File: src/rtl/mpu_bus_pkg.sv
package mpu_bus_pkg;

  localparam int BYTE_W = 8;

  // Synchronised control pins. rw/en carry the two strobe pins whose
  // meaning depends on the bus convention.
  typedef struct packed {
    logic sel;   // both chip selects asserted
    logic rw;    // write strobe (dual-strobe) or direction (enable-strobe)
    logic en;    // read strobe (dual-strobe) or enable (enable-strobe)
    logic a0;    // byte type
  } bus_ctrl_t;

  typedef struct packed {
    logic wr;
    logic rd;
  } strobe_t;

  function automatic strobe_t decode_strobe(input logic mode_6800, input bus_ctrl_t c);
    strobe_t s;
    if (mode_6800) begin
      s.wr = c.sel & c.en & ~c.rw;
      s.rd = c.sel & c.en & c.rw;
    end else begin
      s.wr = c.sel & ~c.rw;
      s.rd = c.sel & ~c.en;
    end
    return s;
  endfunction

endpackage

File: src/rtl/mpu_sync.sv
module mpu_sync #(
  parameter int W      = 1,
  parameter int STAGES = 2
) (
  input  logic         clk,
  input  logic         rst_n,
  input  logic [W-1:0] d,
  output logic [W-1:0] q
);

  for (genvar i = 0; i < STAGES; i++) begin : g_st
    logic [W-1:0] r;
    if (i == 0) begin : g_first
      always_ff @(posedge clk or negedge rst_n) begin
        if (!rst_n) r <= '0;
        else        r <= d;
      end
    end else begin : g_next
      always_ff @(posedge clk or negedge rst_n) begin
        if (!rst_n) r <= '0;
        else        r <= g_st[i-1].r;
      end
    end
  end

  assign q = g_st[STAGES-1].r;

endmodule

File: src/rtl/mpu_strobe_decode.sv
module mpu_strobe_decode
  import mpu_bus_pkg::*;
(
  input  logic      mode_6800,
  input  bus_ctrl_t ctrl,
  output logic      wr_act,
  output logic      rd_act
);

  strobe_t s;

  always_comb begin
    s      = decode_strobe(mode_6800, ctrl);
    wr_act = s.wr;
    rd_act = s.rd;
  end

endmodule

File: src/rtl/mpu_bus_front.sv
module mpu_bus_front
  import mpu_bus_pkg::*;
#(
  parameter int DATA_W      = BYTE_W,
  parameter int SYNC_STAGES = 2
) (
  input  logic              clk,
  input  logic              rst_n,
  input  logic              mode_6800,
  input  logic              cs1_n,
  input  logic              cs2,
  input  logic              a0,
  input  logic              rdwr,
  input  logic              enrd,
  input  logic [DATA_W-1:0] din,
  output logic [DATA_W-1:0] dout,
  output logic              dout_oe,
  output logic              wr_valid,
  output logic [DATA_W-1:0] wr_data,
  output logic              wr_is_data,
  output logic              rd_req,
  input  logic              rd_resp_valid,
  input  logic [DATA_W-1:0] rd_resp_data
);

  localparam int CTRL_W = $bits(bus_ctrl_t);
  localparam int SYNC_W = CTRL_W + DATA_W;

  bus_ctrl_t           raw_ctrl, now_ctrl, prev_ctrl;
  logic [DATA_W-1:0]   now_data, prev_data;
  logic [SYNC_W-1:0]   sync_q;
  logic                wr_now, rd_now, wr_prev, rd_prev;
  strobe_t             raw_strobe;

  assign raw_ctrl = '{sel: ~cs1_n & cs2, rw: rdwr, en: enrd, a0: a0};

  // Pins, flag and data share one chain so that they stay aligned.
  mpu_sync #(.W(SYNC_W), .STAGES(SYNC_STAGES)) u_sync (
    .clk   (clk),
    .rst_n (rst_n),
    .d     ({raw_ctrl, din}),
    .q     (sync_q)
  );

  assign now_ctrl = bus_ctrl_t'(sync_q[SYNC_W-1:DATA_W]);
  assign now_data = sync_q[DATA_W-1:0];

  // One more stage for edge detection; prev_data is the byte seen while
  // the strobe was still active when its trailing edge is detected.
  always_ff @(posedge clk or negedge rst_n) begin
    if (!rst_n) begin
      prev_ctrl <= '0;
      prev_data <= '0;
    end else begin
      prev_ctrl <= now_ctrl;
      prev_data <= now_data;
    end
  end

  mpu_strobe_decode u_dec_now (
    .mode_6800 (mode_6800),
    .ctrl      (now_ctrl),
    .wr_act    (wr_now),
    .rd_act    (rd_now)
  );

  mpu_strobe_decode u_dec_prev (
    .mode_6800 (mode_6800),
    .ctrl      (prev_ctrl),
    .wr_act    (wr_prev),
    .rd_act    (rd_prev)
  );

  // Write completes on the trailing edge, read request on the leading edge.
  always_ff @(posedge clk or negedge rst_n) begin
    if (!rst_n) begin
      wr_valid   <= 1'b0;
      wr_data    <= '0;
      wr_is_data <= 1'b0;
      rd_req     <= 1'b0;
    end else begin
      wr_valid <= wr_prev & ~wr_now;
      rd_req   <= rd_now & ~rd_prev;
      if (wr_prev & ~wr_now) begin
        wr_data    <= prev_data;
        wr_is_data <= prev_ctrl.a0;
      end
    end
  end

  always_ff @(posedge clk or negedge rst_n) begin
    if (!rst_n)             dout <= '0;
    else if (rd_resp_valid) dout <= rd_resp_data;
  end

  // Bus drive follows the raw pins so it releases without clock latency.
  assign raw_strobe = decode_strobe(mode_6800, raw_ctrl);
  assign dout_oe    = raw_strobe.rd;

endmodule

File: config.mk
export PLATFORM = sky130hd
export DESIGN_NAME = mpu_bus_front
export DESIGN_NICKNAME = d
export VERILOG_FILES = /design/src/rtl/mpu_bus_pkg.sv /design/src/rtl/mpu_sync.sv /design/src/rtl/mpu_strobe_decode.sv /design/src/rtl/mpu_bus_front.sv
export SDC_FILE = /design/constraint.sdc
export NUM_CORES = 1
export LEC_CHECK = 0
export BUFFER_PORTS_ARGS = -buffer_cell sky130_fd_sc_hd__buf_2
export CORE_MARGIN = 2
export CORE_UTILIZATION = 28
export DETAILED_ROUTE_END_ITERATION = 12
export PLACE_DENSITY = 0.52
export SETUP_SLACK_MARGIN = 0.05
export SKIP_LAST_GASP = 1
export SLEW_MARGIN = 20
export SYNTH_ARGS = -nofsm -noshare
export SYNTH_HDL_FRONTEND = slang
export SYNTH_HIERARCHICAL = 1
export SYNTH_SLANG_ARGS = --single-unit
File: constraint.sdc
create_clock -name clk -period 1.9 [get_ports clk]
set_input_delay 0 -clock clk [delete_from_list [all_inputs] [get_ports clk]]
set_output_delay 0 -clock clk [all_outputs]
set_load 0.005 [all_outputs]
==> impl_metrics.tcl <==
set metrics [dict create \
    outcome "completed" \
    cts_inserted_buffers 5 \
    cts_resized 0 \
    io-pin-count 45 \
    ys_seq_area_share_pct 79.4 \
    cts_tree "done" \
    start_util_pct 29.1 \
    vias 959 \
    final-seq-area_mm2 0.00138 \
    min_path_type "in -> reg" \
    arrival_ps 1650 \
    drive_gt1_share_pct 43.2 \
    grt_first_pass_wirelength_um 4540 \
    cts_buffer_depth 2 \
    core_area_mm2 0.00596 \
    peakVddDrop_mv 0.319 \
    num-fill-cells 575 \
    final.period_utilization_pct 76.7 \
    cts-htree-levels 2 \
    ys_top_cells_by_count "dfrtp_1 (55), mux2_4 (9), mux2_2 (8)" \
    port_buffers 44 \
    netlist.area_leader.share_pct 79.4 \
    synth_edf_count 0 \
    wirelength_um 2930 \
    clk_pin_slew_ps 90 \
    slew-limit-headroom_pct 72.9 \
    max_freq_mhz 686 \
    ys_ff_latch 55 \
    final_max_slew_viol_count 0 \
    setup_ws_ps 442 \
    grt_max_degree 56 \
    core.rowCount 28 \
    synth_ff_type "dfrtp_1" \
    wl_per_cell_um 12.4 \
    crit_path_max_fanout 10 \
    critPathKind "reg -> reg" \
    power.leakage_uw 0.00112 \
    cp_cell_sequence "nor2b_1 > nor3b_1 > nor2b_4 > mux2_4" \
    synthAdderAreaFrac_pct 0 \
    worstSetupStartpointType "register" \
    tightest_slew_ps 405 \
    synth_simple_gate_area_share_pct 4.84 \
    ant_nets 0 \
    drtIter0Drc 44 \
    synthTopCellsByArea "dfrtp_1 (79%), mux2_4 (7.8%), mux2_2 (5.2%)" \
    antenna_found_initial 0 \
    required_ps 2090 \
    synth_mux_area_share_pct 13.0 \
    synth-xor-area-share_pct 0 \
    async_flop_share_pct 100 \
    dp_slack_ps 437 \
    hold_viol_final 0 \
    synth.most_common_cell "dfrtp_1" \
    syn_nets 115 \
    ys_warn_count 6 \
    synth_top_family_by_area "multiplexers" \
    fin_cells 237 \
    tns_ps 0 \
    dr.pass1.iters 3 \
    gp_congestion 0.593 \
    die_h_um 82.7 \
    syn_avg_cell_area_um2 19.3 \
    skew_ps 5.14 \
    drv_cap 0 \
    slowest_delay_ps 410 \
    synth_area_mm2 0.00173 \
    critPathCaptureType "register" \
    overflow 0 \
    cts.sinks 55 \
    remaining_drc_errors 0 \
    grt_util_all_layers_pct 9.18 \
    finalSetupViolations 0 \
    area_growth_pct 35.6 \
    synth-compound-area-share_pct 1.30 \
    routed_via_density 4.05 \
    slowest_stage "nor2b_4" \
    fin_crit_ps 1460 \
    p_per_area_mw_per_mm2 941 \
    dp.final_hpwl_um 1970 \
    multi_input_area_um2 332 \
    ctsHoldBuffers 22 \
    postCtsSetupRepairBufs 0 \
    grt_setup_unrepaired "no" \
    syn_inst 90 \
    clk_latency_ps 300 \
    die_w_um 82.7 \
    clockRootBuffer "clkbuf_8" \
    diodes 0 \
    grt_pass1_vias 990 \
    synth_top_cell_by_area "dfrtp_1" \
    placedCellCount 208 \
    nNetsFinal 187 \
    die_area_mm2 0.00683 \
    ys_types 11 \
]
==> power by group <==
group	internal [uW]	switching, uW	total, uW
clock network	287	340	627
logic	172	94.2	267
registers	1270	46.7	1320
total	1730	481	2210
==> sequential cells by signal, summed over array words and instances (netlist names) <==
name and cells:
prev_ctrl 4, wr_data 8, u_sync/q 12, wr_valid 1, u_sync/g_st.r 12, prev_data 8
dout 8, rd_req 1, wr_is_data 1
==> critical path, delay by kind of cell (launching register included) <==
kind	cells	cell delay [ps]
DFF	1	370
muxes	1	340
and+or+nand+nor	3	650
==> routing by layer <==
| layer | GRT usage (%) | up-vias | wire (um) | share of wire, % |
|---|---|---|---|---|
| met3 | 3.48 | 10 | 207 | 7.1 |
| met1 | 10.8 | 471 | 1190 | 41 |
| met5 | 0 | - | 0 | 0 |
| li1 | - | 441 | - | - |
| met4 | 4.75 | 0 | 90 | 3.1 |
| met2 | 14.6 | 37 | 1440 | 49 |
==> path summary, 6_finish.rpt <==
| check | startpoint | to | slack [ps] | cells after the start |
|---|---|---|---|---|
| min in group asynchronous | rst_n | wr_data[0]$_DFFE_PN0P_ | 230 | 3 |
| hold / removal | rd_resp_valid | dout[2]$_DFFE_PN0P_ | 100 | 2 |
| setup / recovery | prev_ctrl[1]$_DFF_PN0_ | wr_data[6]$_DFFE_PN0P_ | 440 | 4 |
| max in group asynchronous | rst_n | prev_data[3]$_DFF_PN0_ | 1430 | 3 |
| setup reg to reg | prev_ctrl[1]$_DFF_PN0_ | wr_data[6]$_DFFE_PN0P_ | 440 | 4 |
| hold reg to reg | u_sync/g_st[0].r[5]$_DFF_PN0_ | u_sync/q[5]$_DFF_PN0_ | 350 | 0 |
==> through the flow <==
step | power [uW] | utilization, % | instance area [um2] | hold WS, ps
final | 2210 | 39.5 | 2350 | 97.5
after global routing | 2330 | 39.5 | 2350 | 116
after CTS | 2250 | 39.5 | 2350 | 98.4
after detailed placement | 1580 | 34.3 | 2040 | 18.8
after global placement | 1560 | 34.3 | 2040 | 8.97
after floorplan | 1440 | - | 1730 | -296
==> placed cells by master (no fill, tap or decap), drive strengths merged <==
| cell | synthesis | routed |
|---|---|---|
| nor2b | 5 | 5 |
| clkbuf | 0 | 6 |
| dfrtp | 55 | 55 |
| clkinv | 0 | 1 |
| nor3b | 2 | 2 |
| o21a | 3 | 3 |
| and3 | 3 | 3 |
| mux2 | 17 | 17 |
| nor2 | 3 | 3 |
| dlygate4sd3 | 0 | 22 |
| buf | 2 | 45 |
==> cell families after synthesis <==
kind of cell           after synthesis
flip-flops                          55
multiplexers                        17
AND/OR/NAND/NOR                     13
AO/OA/AOI/OAI                        3
buffers and inverters                2
==> layout make-up <==
class	count	area share, %
well taps	75	3.99
multi-input cells	33	14.1
repair buffers	67	19.6
clock buffers	6	3.51
flip-flops and latches	55	58.6
clock inverters	1	0.213
(Power assumes the default switching activity.)
